===== config.mk =====
export PLATFORM = sky130hd
export DESIGN_NAME = stepper_phase_seq
export DESIGN_NICKNAME = d
export VERILOG_FILES = /design/src/rtl/sps_pkg.sv /design/src/rtl/sps_sync.sv /design/src/rtl/sps_rst_sync.sv /design/src/rtl/sps_ctrl.sv /design/src/rtl/sps_datapath.sv /design/src/rtl/stepper_phase_seq.sv
export SDC_FILE = /design/constraint.sdc
export NUM_CORES = 1
export LEC_CHECK = 0
export ABC_AREA = 1
export BUFFER_PORTS_ARGS = -buffer_cell sky130_fd_sc_hd__buf_4
export CAP_MARGIN = 0
export CORE_AREA = 2 2 39 41
export DETAILED_ROUTE_END_ITERATION = 10
export DIE_AREA = 0 0 41 43
export HOLD_SLACK_MARGIN = 0.03
export SLEW_MARGIN = 10
export SYNTH_ARGS = -nofsm -noshare
export SYNTH_HDL_FRONTEND = slang
export SYNTH_HIERARCHICAL = 1
export SYNTH_SLANG_ARGS = --single-unit

===== constraint.sdc =====
create_clock -name clk -period 4.5 [get_ports clk]
set_input_delay 0.45 -clock clk [delete_from_list [all_inputs] [get_ports clk]]
set_output_delay 0.45 -clock clk [all_outputs]
set_load 0.005 [all_outputs]

===== src/rtl/sps_pkg.sv =====
package sps_pkg;
  localparam int POS_W = 3;
  localparam int GATE_W = 4;

  typedef logic [POS_W-1:0] pos_t;

  // strobes from control to datapath
  typedef struct packed {
    logic clear;    // return index to home
    logic advance;  // move the index this cycle
    logic reverse;  // decrement instead of increment
    logic stepTwo;  // move by two states instead of one
    logic drive;    // gates may be on
  } seq_strobe_t;
endpackage


===== src/rtl/sps_sync.sv =====
module sps_sync #(
  parameter int STAGES = 2,
  parameter int WIDTH  = 1
) (
  input  logic             clk,
  input  logic [WIDTH-1:0] d,
  output logic [WIDTH-1:0] q
);
  logic [WIDTH-1:0] stg [STAGES];

  always_ff @(posedge clk) stg[0] <= d;

  generate
    for (genvar i = 1; i < STAGES; i++) begin : g_stage
      always_ff @(posedge clk) stg[i] <= stg[i-1];
    end
  endgenerate

  assign q = stg[STAGES-1];
endmodule


===== src/rtl/sps_rst_sync.sv =====
module sps_rst_sync #(
  parameter int STAGES = 2
) (
  input  logic clk,
  input  logic rstN,
  output logic rstActive
);
  logic [STAGES-1:0] chain;

  always_ff @(posedge clk or negedge rstN) begin
    if (!rstN) chain <= '0;
    else       chain <= {chain[STAGES-2:0], 1'b1};
  end

  assign rstActive = ~chain[STAGES-1];
endmodule


===== src/rtl/sps_ctrl.sv =====
module sps_ctrl
  import sps_pkg::*;
(
  input  logic        clk,
  input  logic        rstActive,
  input  logic        stepS,
  input  logic        modeS,
  input  logic        dirS,
  input  logic        enS,
  input  logic        posOdd,
  output seq_strobe_t st
);
  logic stepPrev;
  logic stepRise;

  // tracks the synchronised step level at all times, so a level held
  // through reset or a disabled window never yields a late edge
  always_ff @(posedge clk) stepPrev <= stepS;

  assign stepRise = stepS & ~stepPrev;

  always_comb begin
    st.clear   = rstActive;
    st.drive   = ~rstActive & enS;
    st.advance = stepRise & ~rstActive & enS;
    st.reverse = dirS;
    // full-step from an odd state moves by one to reach a paired state
    st.stepTwo = ~modeS & ~posOdd;
  end

  AST_ONE_MOVE_PER_EDGE: assert property (@(posedge clk) disable iff (rstActive)
    st.advance |=> !st.advance);
  AST_FULL_LANDS_PAIRED: assert property (@(posedge clk) disable iff (rstActive)
    (st.advance && !modeS) |=> !posOdd);
  AST_HALF_MOVES_ONE: assert property (@(posedge clk) disable iff (rstActive)
    (st.advance && modeS) |=> (posOdd != $past(posOdd)));
endmodule


===== src/rtl/sps_datapath.sv =====
module sps_datapath
  import sps_pkg::*;
(
  input  logic        clk,
  input  seq_strobe_t st,
  output logic        posOdd,
  output logic [GATE_W-1:0] gates
);
  pos_t pos;
  pos_t delta;

  assign delta = st.stepTwo ? pos_t'(2) : pos_t'(1);

  always_ff @(posedge clk) begin
    if (st.clear)        pos <= '0;
    else if (st.advance) pos <= st.reverse ? pos - delta : pos + delta;
  end

  assign posOdd = pos[0];

  // {A, A-not, B, B-not}
  function automatic logic [GATE_W-1:0] decode(input pos_t p);
    logic onA, onAn, onB, onBn;
    onA  = (p == 3'd7) ? 1'b0 : (p <= 3'd2);
    onB  = (p >= 3'd2) && (p <= 3'd4);
    onAn = (p >= 3'd4) && (p <= 3'd6);
    onBn = (p >= 3'd6) || (p == 3'd0);
    return {onA, onAn, onB, onBn};
  endfunction

  assign gates = st.drive ? decode(pos) : '0;

  AST_PHASE_EXCLUSIVE: assert property (@(posedge clk) disable iff (st.clear)
    !(gates[3] && gates[2]) && !(gates[1] && gates[0]));
  AST_POS_HOLDS_IDLE: assert property (@(posedge clk) disable iff (st.clear)
    !st.advance |=> $stable(pos));
endmodule


===== src/rtl/stepper_phase_seq.sv =====
module stepper_phase_seq
  import sps_pkg::*;
#(
  parameter int SYNC_STAGES = 2
) (
  input  logic clk,
  input  logic stepIn,
  input  logic modeHalf,
  input  logic dirCcw,
  input  logic rstN,
  input  logic runEn,
  output logic gateA,
  output logic gateAn,
  output logic gateB,
  output logic gateBn
);
  localparam int N_ASYNC = 4;

  logic [N_ASYNC-1:0] rawIn;
  logic [N_ASYNC-1:0] syncIn;
  logic               rstActive;
  logic               posOdd;
  logic [GATE_W-1:0]  gates;
  seq_strobe_t        st;

  assign rawIn = {stepIn, modeHalf, dirCcw, runEn};

  sps_sync #(.STAGES(SYNC_STAGES), .WIDTH(N_ASYNC)) u_sync (
    .clk (clk),
    .d   (rawIn),
    .q   (syncIn)
  );

  sps_rst_sync #(.STAGES(SYNC_STAGES)) u_rst (
    .clk       (clk),
    .rstN      (rstN),
    .rstActive (rstActive)
  );

  sps_ctrl u_ctrl (
    .clk       (clk),
    .rstActive (rstActive),
    .stepS     (syncIn[3]),
    .modeS     (syncIn[2]),
    .dirS      (syncIn[1]),
    .enS       (syncIn[0]),
    .posOdd    (posOdd),
    .st        (st)
  );

  sps_datapath u_dp (
    .clk    (clk),
    .st     (st),
    .posOdd (posOdd),
    .gates  (gates)
  );

  assign {gateA, gateAn, gateB, gateBn} = gates;
endmodule


==> results of run 1 <==
-- registers in the layout, indices dropped and copies added, names as in the netlist --
register,cells
u_sync/stg,8
u_rst/chain,2
u_dp/pos,3
u_ctrl/stepPrev,1
-- worst reg2reg max path, stage by stage (launching register included) --
cell	delay, ps
dfxtp_1	380
nor2_1	80
inv_1	60
ha_1	130
inv_1	40
fa_1	400
nand2_1	110
nand2_1	60
nor2_1	100
nor2_1	50
nor2_1	100
-- power by group --
group          total, mW  switching (mW)  internal, mW
clock network     0.0854          0.0363        0.0491
logic             0.0183         0.00888       0.00940
registers          0.133         0.00266         0.130
total              0.236          0.0478         0.189
-- metal layers --
metal	part of all wire, %	global-route usage, %	wire [um]
met4	1.1	10.00	8
met1	44	11.86	307
met5	0	0	0
met3	6.6	4.712	46
met2	48	12.81	336
-- metrics by stage --
stage / setup slack (ps) / instance area [sq um] / instances / utilization (%) / hold WS [ps]
finish: 2855 / 633.1 / 89 / 45.75 / 277.2
global route: 2727 / 633.1 / 89 / 45.75 / 252.1
CTS: 2835 / 633.1 / 89 / 45.75 / 263.8
detailed placement: 2965 / 586.8 / 84 / 42.41 / 234.5
global placement: 3029 / 586.8 / 84 / 42.41 / 233.0
floorplan: 3072 / 544.3 / 65 / - / 154.4
-- Yosys cell counts --
cell      n  area share, %
inv_1    14            9.7
dfxtp_1  12             44
nand2_1   9            6.2
nor2_1    9            6.2
buf_4     6            8.3
a21oi_1   3            2.8
nor3_1    3            2.8
dfrtp_1   2            9.2
o21ai_0   2            1.8
conb_1    1           0.69
fa_1      1            3.7
ha_1      1            2.3
nand4_1   1            1.2
nor2_2    1            1.2
-- final cells by class --
cell class              count  area, sq um
clock buffers               4        36.28
fillers                   143        750.7
inverters                  14        52.55
multi-input cells          31        156.4
flip-flops and latches     14        290.3
well taps                  16        20.02
repair buffers             10        77.57
-- repair_timing --
| action | CTS | global route |
|---|---|---|
| hold endpoints to repair | 2 | 0 |
| hold buffers | 1 | 0 |
| gates resized for setup | 0 | 0 |
-- worst max-delay path by stage --
| stage | to | slack (ps) | start | depth (start not counted) |
|---|---|---|---|---|
| 6_report | gateB | 2860 | u_rst/chain[1] | 7 |
| 5_1_grt | gateA | 2730 | u_rst/chain[1] | 7 |
| 4_1_cts | gateB | 2840 | u_rst/chain[1] | 7 |
| 3_5_place_dp | u_dp/pos[2] | 2960 | u_dp/pos[0] | 10 |
| 3_3_place_gp | u_dp/pos[2] | 3030 | u_dp/pos[0] | 10 |
| 2_1_floorplan | u_dp/pos[2] | 3070 | u_sync/stg[0][5] | 10 |
-- logic make-up (layout without fill, tap and decap cells) --
logic type                 count (synthesis)  in the layout
AOI/OAI and AO/OA                          5              5
other                                      1              1
adders and majority gates                  2              2
and+or+nand+nor                           23             23
buffers and inverters                     20             28
DFF                                       14             14
==> flow_summary.toml, run 1 <==
[clocking]
insertion_delay_ps = 270
cts_tree = "yes"
clk_pin_slew_ps = 80
htree_levels = 1
cts.path.max_buffers = 2
root_buffer = "clkbuf_4"
cts_setup_buffers = 0
cts_buffers = 3
cts.sinks = 14

[floorplanning]
die_h_um = 43
core-area_sq_um = 1384
ios = 10
rows = 14
start_util_pct = 39.33
die_area_sq_um = 1763
die_x_um = 41

[synthesis]
yosys.area_share.simple_pct = 17.47
synth_xor_area_share_pct = 0
synth_compound_area_share_pct = 4.598
synth.mux.area_fraction_pct = 0
ys_seq_area_share_pct = 53.33
ys_seq_elements = 14
synth_top_family_by_area = "buffers and inverters"
synth_area_per_cell_sq_um = 8.373
synth_area_sq_um = 544.3
syn_inst = 65
yosysWarnings = 6
synth_fa_ha_area_share_pct = 5.977
yosys.cell_types.count = 14
synth_nets = 73

[detailed_routing]
first_pass_iters = 5
routed_wl_um = 699
vias = 372
viasPerCell = 4.180
drc = 0
antenna_left = 0
drtIter0Drc = 5
avgRoutedWirePerCell_um = 7.854

[job]
drv_cap = 0

[hold_path]
hp-class = "in -> reg"
worstHoldStart = "runEn"
whs_path_depth = 1
hold_path_end = "u_sync/stg[0][0]"

[power_and_ir_drop]
p_total_mw = 0.2365
powerDensity_nw_per_um2 = 373.5
p_leak_nw = 0.3242
ir_drop_mv = 0.1862

[timing]
setup_viol = 0
drv_slew = 0
hold_viol_final = 0
fin_skew_ps = 0.5806
rsz0062_at_grt = "false"
finalSetupTns_ps = 0
finalCritPeriodShare_pct = 36.55
finalCriticalPeriod_ps = 1645
fmaxAchievable_mhz = 608.0

[cells_and_area]
drive_above_1_share_pct = 19.18
fin_nets = 82
area_growth_pct = 16.32
layout_common_cells = "inv_1 (14), dfxtp_1 (12), buf_4 (9), nand2_1 (9), nor2_1 (9)"
n_antenna_cell = 0
final_common_cell = "inv_1"

[critical_path]
cpMaxStageDelayCell = "dfrtp_1"
crit_top_cell = "inv_1"
critPathBufInv = 5
crit_family = "buffers and inverters"
crit_chain = "inv_1 -> inv_1 -> nand2_1 -> inv_1 -> inv_1 -> nor3_1 -> buf_4"
r2r_end = "u_dp/pos[2]"
crit_path_start_kind = "flip-flop"
slowest_delay_ps = 330
crit_fanout = 4
criticalPathCategory = "reg -> out"
reg2reg_from = "u_dp/pos[0]"
cp.arrival_ps = 1190
worst_ep_required_time_ps = 4050
r2r_slack_ps = 2940
end_kind = "primary output"
reg2reg_depth = 10

[global_route]
grt_use_total_pct = 10.20
grt_pass1_wl_um = 1110
grt_pass1_vias = 291
grt_overflow = 0
grt_max_degree = 9
antenna_found_initial = 0

[placed_design]
gp_congestion = 0.6601
dpl.hpwl_um = 528
io_buffers = 9

[status]
outcome = "finished clean"
No activity file was read; power rests on OpenSTA's default activity.
==> inputs of run 2 (changes only) <==
==> constraint.sdc (replaced) <==
create_clock -name clk -period 1.4 [get_ports clk]
set_input_delay 0.14 -clock clk [delete_from_list [all_inputs] [get_ports clk]]
set_output_delay 0.14 -clock clk [all_outputs]
set_load 0.005 [all_outputs]
==> run 2 against run 1 <==
  * The run now ends with setup timing left
  * Die area unchanged
  * Wire length increased by 4.3%
  * Total power increased to 3.1 times the previous value
  * Final cell count increased by 7.9%
==> flow_summary.toml, run 2 (synthesis results as in run 1) <==
[floorplanning]
die_area_sq_um = 1763
die_h_um = 43
ios = 10
die_x_um = 41
rows = 14
start_util_pct = 39.33
core-area_sq_um = 1384

[critical_path]
crit_fanout = 3
criticalPathCategory = "reg -> reg"
r2r_slack_ps = -2
r2r_end = "u_dp/pos[2]"
reg2reg_depth = 10
cpMaxStageDelayCell = "dfxtp_4"
slowest_delay_ps = 370
end_kind = "flip-flop"
cp.arrival_ps = 1610
crit_path_start_kind = "flip-flop"
reg2reg_from = "u_dp/pos[0]"
crit_family = "adder cells"
critPathBufInv = 2
crit_top_cell = "nor2_1"
worst_ep_required_time_ps = 1610
crit_chain = "nor2_4 -> inv_2 -> ha_1 -> inv_1 -> fa_2 -> nand2_2 -> nand2_1 -> nor2_1 -> nor2_1 -> nor2_1"

[timing]
finalSetupTns_ps = -1.644
finalWorstSetupSlack_ps = -1.644
drv_slew = 0
hold_viol_final = 0
fin_skew_ps = 6.065
rsz0062_at_grt = "true"
setup_viol = 1
finalCriticalPeriod_ps = 1402
holdWs_ps = 181.5
finalCritPeriodShare_pct = 100.1
fmaxAchievable_mhz = 713.4

[placed_design]
dpl.hpwl_um = 538.5
dpl_worst_slack_ps = -93.36
placed_cell_area_sq_um = 611.8
gp_congestion = 0.6224
io_buffers = 9

[clocking]
htree_levels = 1
root_buffer = "clkbuf_4"
cts_buffers = 3
insertion_delay_ps = 260
cts.path.max_buffers = 2
clk_pin_slew_ps = 70
cts_tree = "yes"
cts.sinks = 14

[cells_and_area]
final_area_sq_um = 721.9
fin_nets = 89
reg_top3 = "u_sync/stg: 8 flops, u_dp/pos: 3 flops, u_rst/chain: 2 flops"
n_antenna_cell = 0
area_growth_pct = 32.64
drive_above_1_share_pct = 36.25
final_common_cell = "buf_4"
layout_common_cells = "buf_4 (11), inv_1 (10), dfxtp_1 (10), nand2_1 (7), nor2_1 (7)"
largest_reg_flops = 8
top_register = "u_sync/stg"

[power_and_ir_drop]
p_leak_nw = 0.3503
ir_drop_mv = 0.5735
p_total_mw = 0.7265
powerDensity_nw_per_um2 = 1006

[detailed_routing]
viasPerCell = 4.198
first_pass_iters = 2
antenna_left = 0
routed_wl_um = 729
vias = 403
drtIter0Drc = 4
drc = 0
avgRoutedWirePerCell_um = 7.594

[global_route]
grt_max_degree = 9
grt_use_total_pct = 10.77
antenna_found_initial = 0
grt_pass1_wl_um = 1283
grt_overflow = 0
grt_pass1_vias = 365

[status]
outcome = "finished with violations"
violations = "setup timing"

[job]
drv_cap = 0

[hold_path]
hp-class = "in -> async"
-- run 2: how the worst max path moves through the flow --
stage	start	endpoint	slack, ps	cells after the start
3_3_place_gp	u_dp/pos[0]	u_dp/pos[2]	-70	10
4_1_cts	u_dp/pos[0]	u_dp/pos[2]	3	10
3_5_place_dp	u_dp/pos[0]	u_dp/pos[2]	-90	10
5_1_grt	u_dp/pos[0]	u_dp/pos[2]	-120	10
6_report	u_dp/pos[0]	u_dp/pos[2]	-2	10
2_1_floorplan	u_sync/stg[0][5]	u_dp/pos[2]	-30	10
-- run 2: worst register-to-register path, cell delays in order (launching register included) --
cell,delay [ps]
dfxtp_4,370
nor2_4,40
inv_2,40
ha_1,140
inv_1,50
fa_2,350
nand2_2,90
nand2_1,50
nor2_1,90
nor2_1,40
nor2_1,100
-- run 2: layout make-up --
type                    count  area, sq um
fillers                   151        661.9
flip-flops and latches     14        295.3
multi-input cells          31        183.9
repair buffers             17        143.9
inverters                  14        52.55
clock buffers               4        26.28
well taps                  16        20.02
-- run 2: power by group --
| group | internal [mW] | total, mW | leakage (nW) | switching (mW) |
|---|---|---|---|---|
| clock network | 0.110 | 0.216 | 0.0150 | 0.106 |
| logic | 0.0470 | 0.0828 | 0.211 | 0.0358 |
| registers | 0.417 | 0.427 | 0.124 | 0.00974 |
| total | 0.575 | 0.726 | 0.350 | 0.152 |
-- run 2: stage by stage --
stage               utilization (%)  std cells
floorplan                         -         65
global placement              44.21         87
detailed placement            44.21         87
CTS                           50.00         96
global route                  52.17         96
finish                        52.17         96
-- run 2: per-layer routing --
metal	global-route usage (%)	wire [um]	vias up
li1	-	-	214
met1	11.37	301	181
met2	17.81	403	8
met3	1.571	24	0
met4	8.000	0	0
met5	0	0	-
-- run 2: timing repair --
action | 4_1_cts | 5_1_grt
setup buffers | 0 | 1
pin swaps | 1 | 3
gates resized for setup | 2 | 13
endpoints found under the setup margin | 1 | 5
endpoints found under the hold margin | 6 | 0
hold buffers | 5 | 0
==> inputs of run 3 (changes only) <==
--- a/config.mk
+++ b/config.mk
@@ -5,7 +5,6 @@
 export SDC_FILE = /design/constraint.sdc
 export NUM_CORES = 1
 export LEC_CHECK = 0
-export ABC_AREA = 1
 export BUFFER_PORTS_ARGS = -buffer_cell sky130_fd_sc_hd__buf_4
 export CAP_MARGIN = 0
 export CORE_AREA = 2 2 39 41
==> run 3 against run 2 <==
  * The run still ends with setup timing left
  * Utilization grew 1.1 points
  * Wire length increased by 5.8%
  * Worst setup slack lost 120 ps
  * Clock power rose by 28%
  * Clock skew decreased by 3.1 ps
  * Largest cell class unchanged
  * Via count decreased by 13%
  * Synthesized cell count shrank 23%
==> flow_summary.toml, run 3 <==
[global_route]
grt_overflow = 0
grt_pass1_vias = 323
grt_pass1_wl_um = 1200
grt_max_degree = 9
antenna_found_initial = 0
grt_use_total_pct = 10.50

[timing]
finalCriticalPeriod_ps = 1518
fin_skew_ps = 3.003
finalWorstSetupSlack_ps = -118.4
finalCritPeriodShare_pct = 108.5
setup_viol = 1
hold_viol_final = 0
fmaxAchievable_mhz = 658.6
rsz0062_at_grt = "true"
drv_slew = 0

[placed_design]
gp_congestion = 0.6871
dpl.hpwl_um = 527.6
placed_cells = 72
io_buffers = 9

[clocking]
clk_pin_slew_ps = 80
cts.path.max_buffers = 2
root_buffer = "clkbuf_4"
insertion_delay_ps = 270
cts_tree = "yes"
cts.sinks = 14
htree_levels = 1
cts_buffers = 3

[floorplanning]
die_x_um = 41
start_util_pct = 38.25
rows = 14
ios = 10
die_area_sq_um = 1763
core-area_sq_um = 1384
die_h_um = 43

[synthesis]
synth_compound_area_share_pct = 4.965
synth.mux.area_fraction_pct = 3.783
synth_top_family_by_area = "simple AND/OR/NAND/NOR gates"
yosysTopAreaCell = "dfxtp_1"
ys_seq_elements = 14
synth_area_leaders = "dfxtp_1 (45%), dfrtp_1 (9.5%), buf_4 (8.5%)"
async_flop_share_pct = 14.29
ys_seq_area_share_pct = 54.85
synth_edf_count = 0
synth_most_common_cell = "dfxtp_1"
synth_area_sq_um = 529.3
synth_fa_ha_area_share_pct = 6.147
syn_inst = 50
netlist_top_cells_count = "dfxtp_1 (12), buf_4 (6), nor2_1 (6)"
synth_area_per_cell_sq_um = 10.59
synth_xor_area_share_pct = 1.655
synth-main-ff-cell = "dfxtp_1"
synth_top_area_share_pct = 45.39
yosysWarnings = 6
yosys.area_share.simple_pct = 16.55
yosys.cell_types.count = 20
synth_nets = 58

[detailed_routing]
drc = 0
vias = 351
first_pass_iters = 4
viasPerCell = 4.280
antenna_left = 0
routed_wl_um = 771
drtIter0Drc = 6
avgRoutedWirePerCell_um = 9.402

[critical_path]
end_kind = "flip-flop"
cpMaxStageDelayCell = "fa_2"
crit_top_cell = "inv_2"
crit_chain = "nor2_4 -> inv_2 -> ha_4 -> inv_2 -> fa_2 -> xor2_2 -> a21oi_2 -> a31o_1"
crit_fanout = 3
cp.arrival_ps = 1690
crit_path_start_kind = "flip-flop"
criticalPathCategory = "reg -> reg"
worst_ep_required_time_ps = 1570
slowest_delay_ps = 400

[cells_and_area]
largest_reg_flops = 8
fin_cells = 82
n_antenna_cell = 0
drive_above_1_share_pct = 48.48
layout_common_cells = "buf_4 (12), dfxtp_1 (9), dlygate4sd3_1 (5), nor2_1 (5)"
top_register = "u_sync/stg"
final_common_cell = "buf_4"
reg_top3 = "u_sync/stg: 8 flops, u_dp/pos: 3 flops, u_rst/chain: 2 flops"
area_growth_pct = 39.24
fin_nets = 75

[power_and_ir_drop]
p_leak_nw = 0.3226
powerDensity_nw_per_um2 = 1074
p_total_mw = 0.7915
ir_drop_mv = 0.7006

[hold_path]
hp-class = "in -> async"

[job]
drv_cap = 0

[status]
violations = "setup timing"
outcome = "finished with violations"
## run 3: cells by family after synthesis
family,Yosys count
muxes,2
adders and majority gates,2
AOI/OAI and AO/OA,4
DFF,14
buffers and inverters,10
xor gates and xnor gates,1
and+or+nand+nor,16
other,1
## run 3: what timing repair did
action | CTS | global route
pin swaps | 1 | 3
cloned | 0 | 0
setup buffers | 1 | 0
setup endpoints to repair | 6 | 4
hold buffers | 5 | 0
resized for setup | 2 | 11
hold endpoints to repair | 6 | 0
## run 3: worst max-delay path, delay by kind of cell (launching register included)
kind | cells | cell delay (ps)
fa+ha+maj | 2 | 510
flops | 1 | 370
compound gates | 2 | 240
xor+xnor | 1 | 170
buf+inv | 2 | 80
simple gates | 1 | 40
## run 3: stage by stage
step                      worst slack, ps  cell area (sq um)  TNS [ps]  hold WS (ps)  utilization [%]
after floorplan                    -117.2              535.5    -211.9        -155.6                -
after global placement             -111.4              600.6    -143.8        -76.75            43.40
after detailed placement           -153.1              600.6    -243.2        -76.54            43.40
after CTS                          -135.9              694.4    -203.0         161.2            50.18
after global routing               -207.7              737.0    -279.7         173.9            53.25
final                              -118.4              737.0    -118.4         173.9            53.25
## run 3: report_power, final
| part | internal (mW) | switching (mW) | leakage, nW |
|---|---|---|---|
| registers | 0.419 | 0.0102 | 0.125 |
| logic | 0.0532 | 0.0324 | 0.177 |
| clock network | 0.158 | 0.119 | 0.0210 |
| total | 0.630 | 0.162 | 0.323 |
## run 3: layer usage
layer	wire [um]	vias up	GRT usage [%]
met2	403	9	16.25
li1	-	182	-
met3	37	0	3.141
met5	0	-	0
met4	0	0	8.000
met1	331	160	11.15
## run 3: layout make-up
cell class	count	area, sq um
clock buffers	4	36.28
fillers	122	646.9
inverters	4	15.01
multi-input cells	26	220.2
flip-flops and latches	14	294.0
well taps	16	20.02
repair buffers	18	151.4
## run 3: final timing paths
path	startpoint	to	slack [ps]	cells past startpoint
setup / recovery	u_dp/pos[0]	u_dp/pos[2]	-120	8
hold / removal	rstN	u_rst/chain[0]	170	2
setup reg to reg	u_dp/pos[0]	u_dp/pos[2]	-120	8
hold reg to reg	u_sync/stg[0][2]	u_sync/stg[0][6]	330	0
max in group asynchronous	rstN	u_rst/chain[1]	1140	2
min in group clk	u_sync/stg[0][2]	u_sync/stg[0][6]	330	0
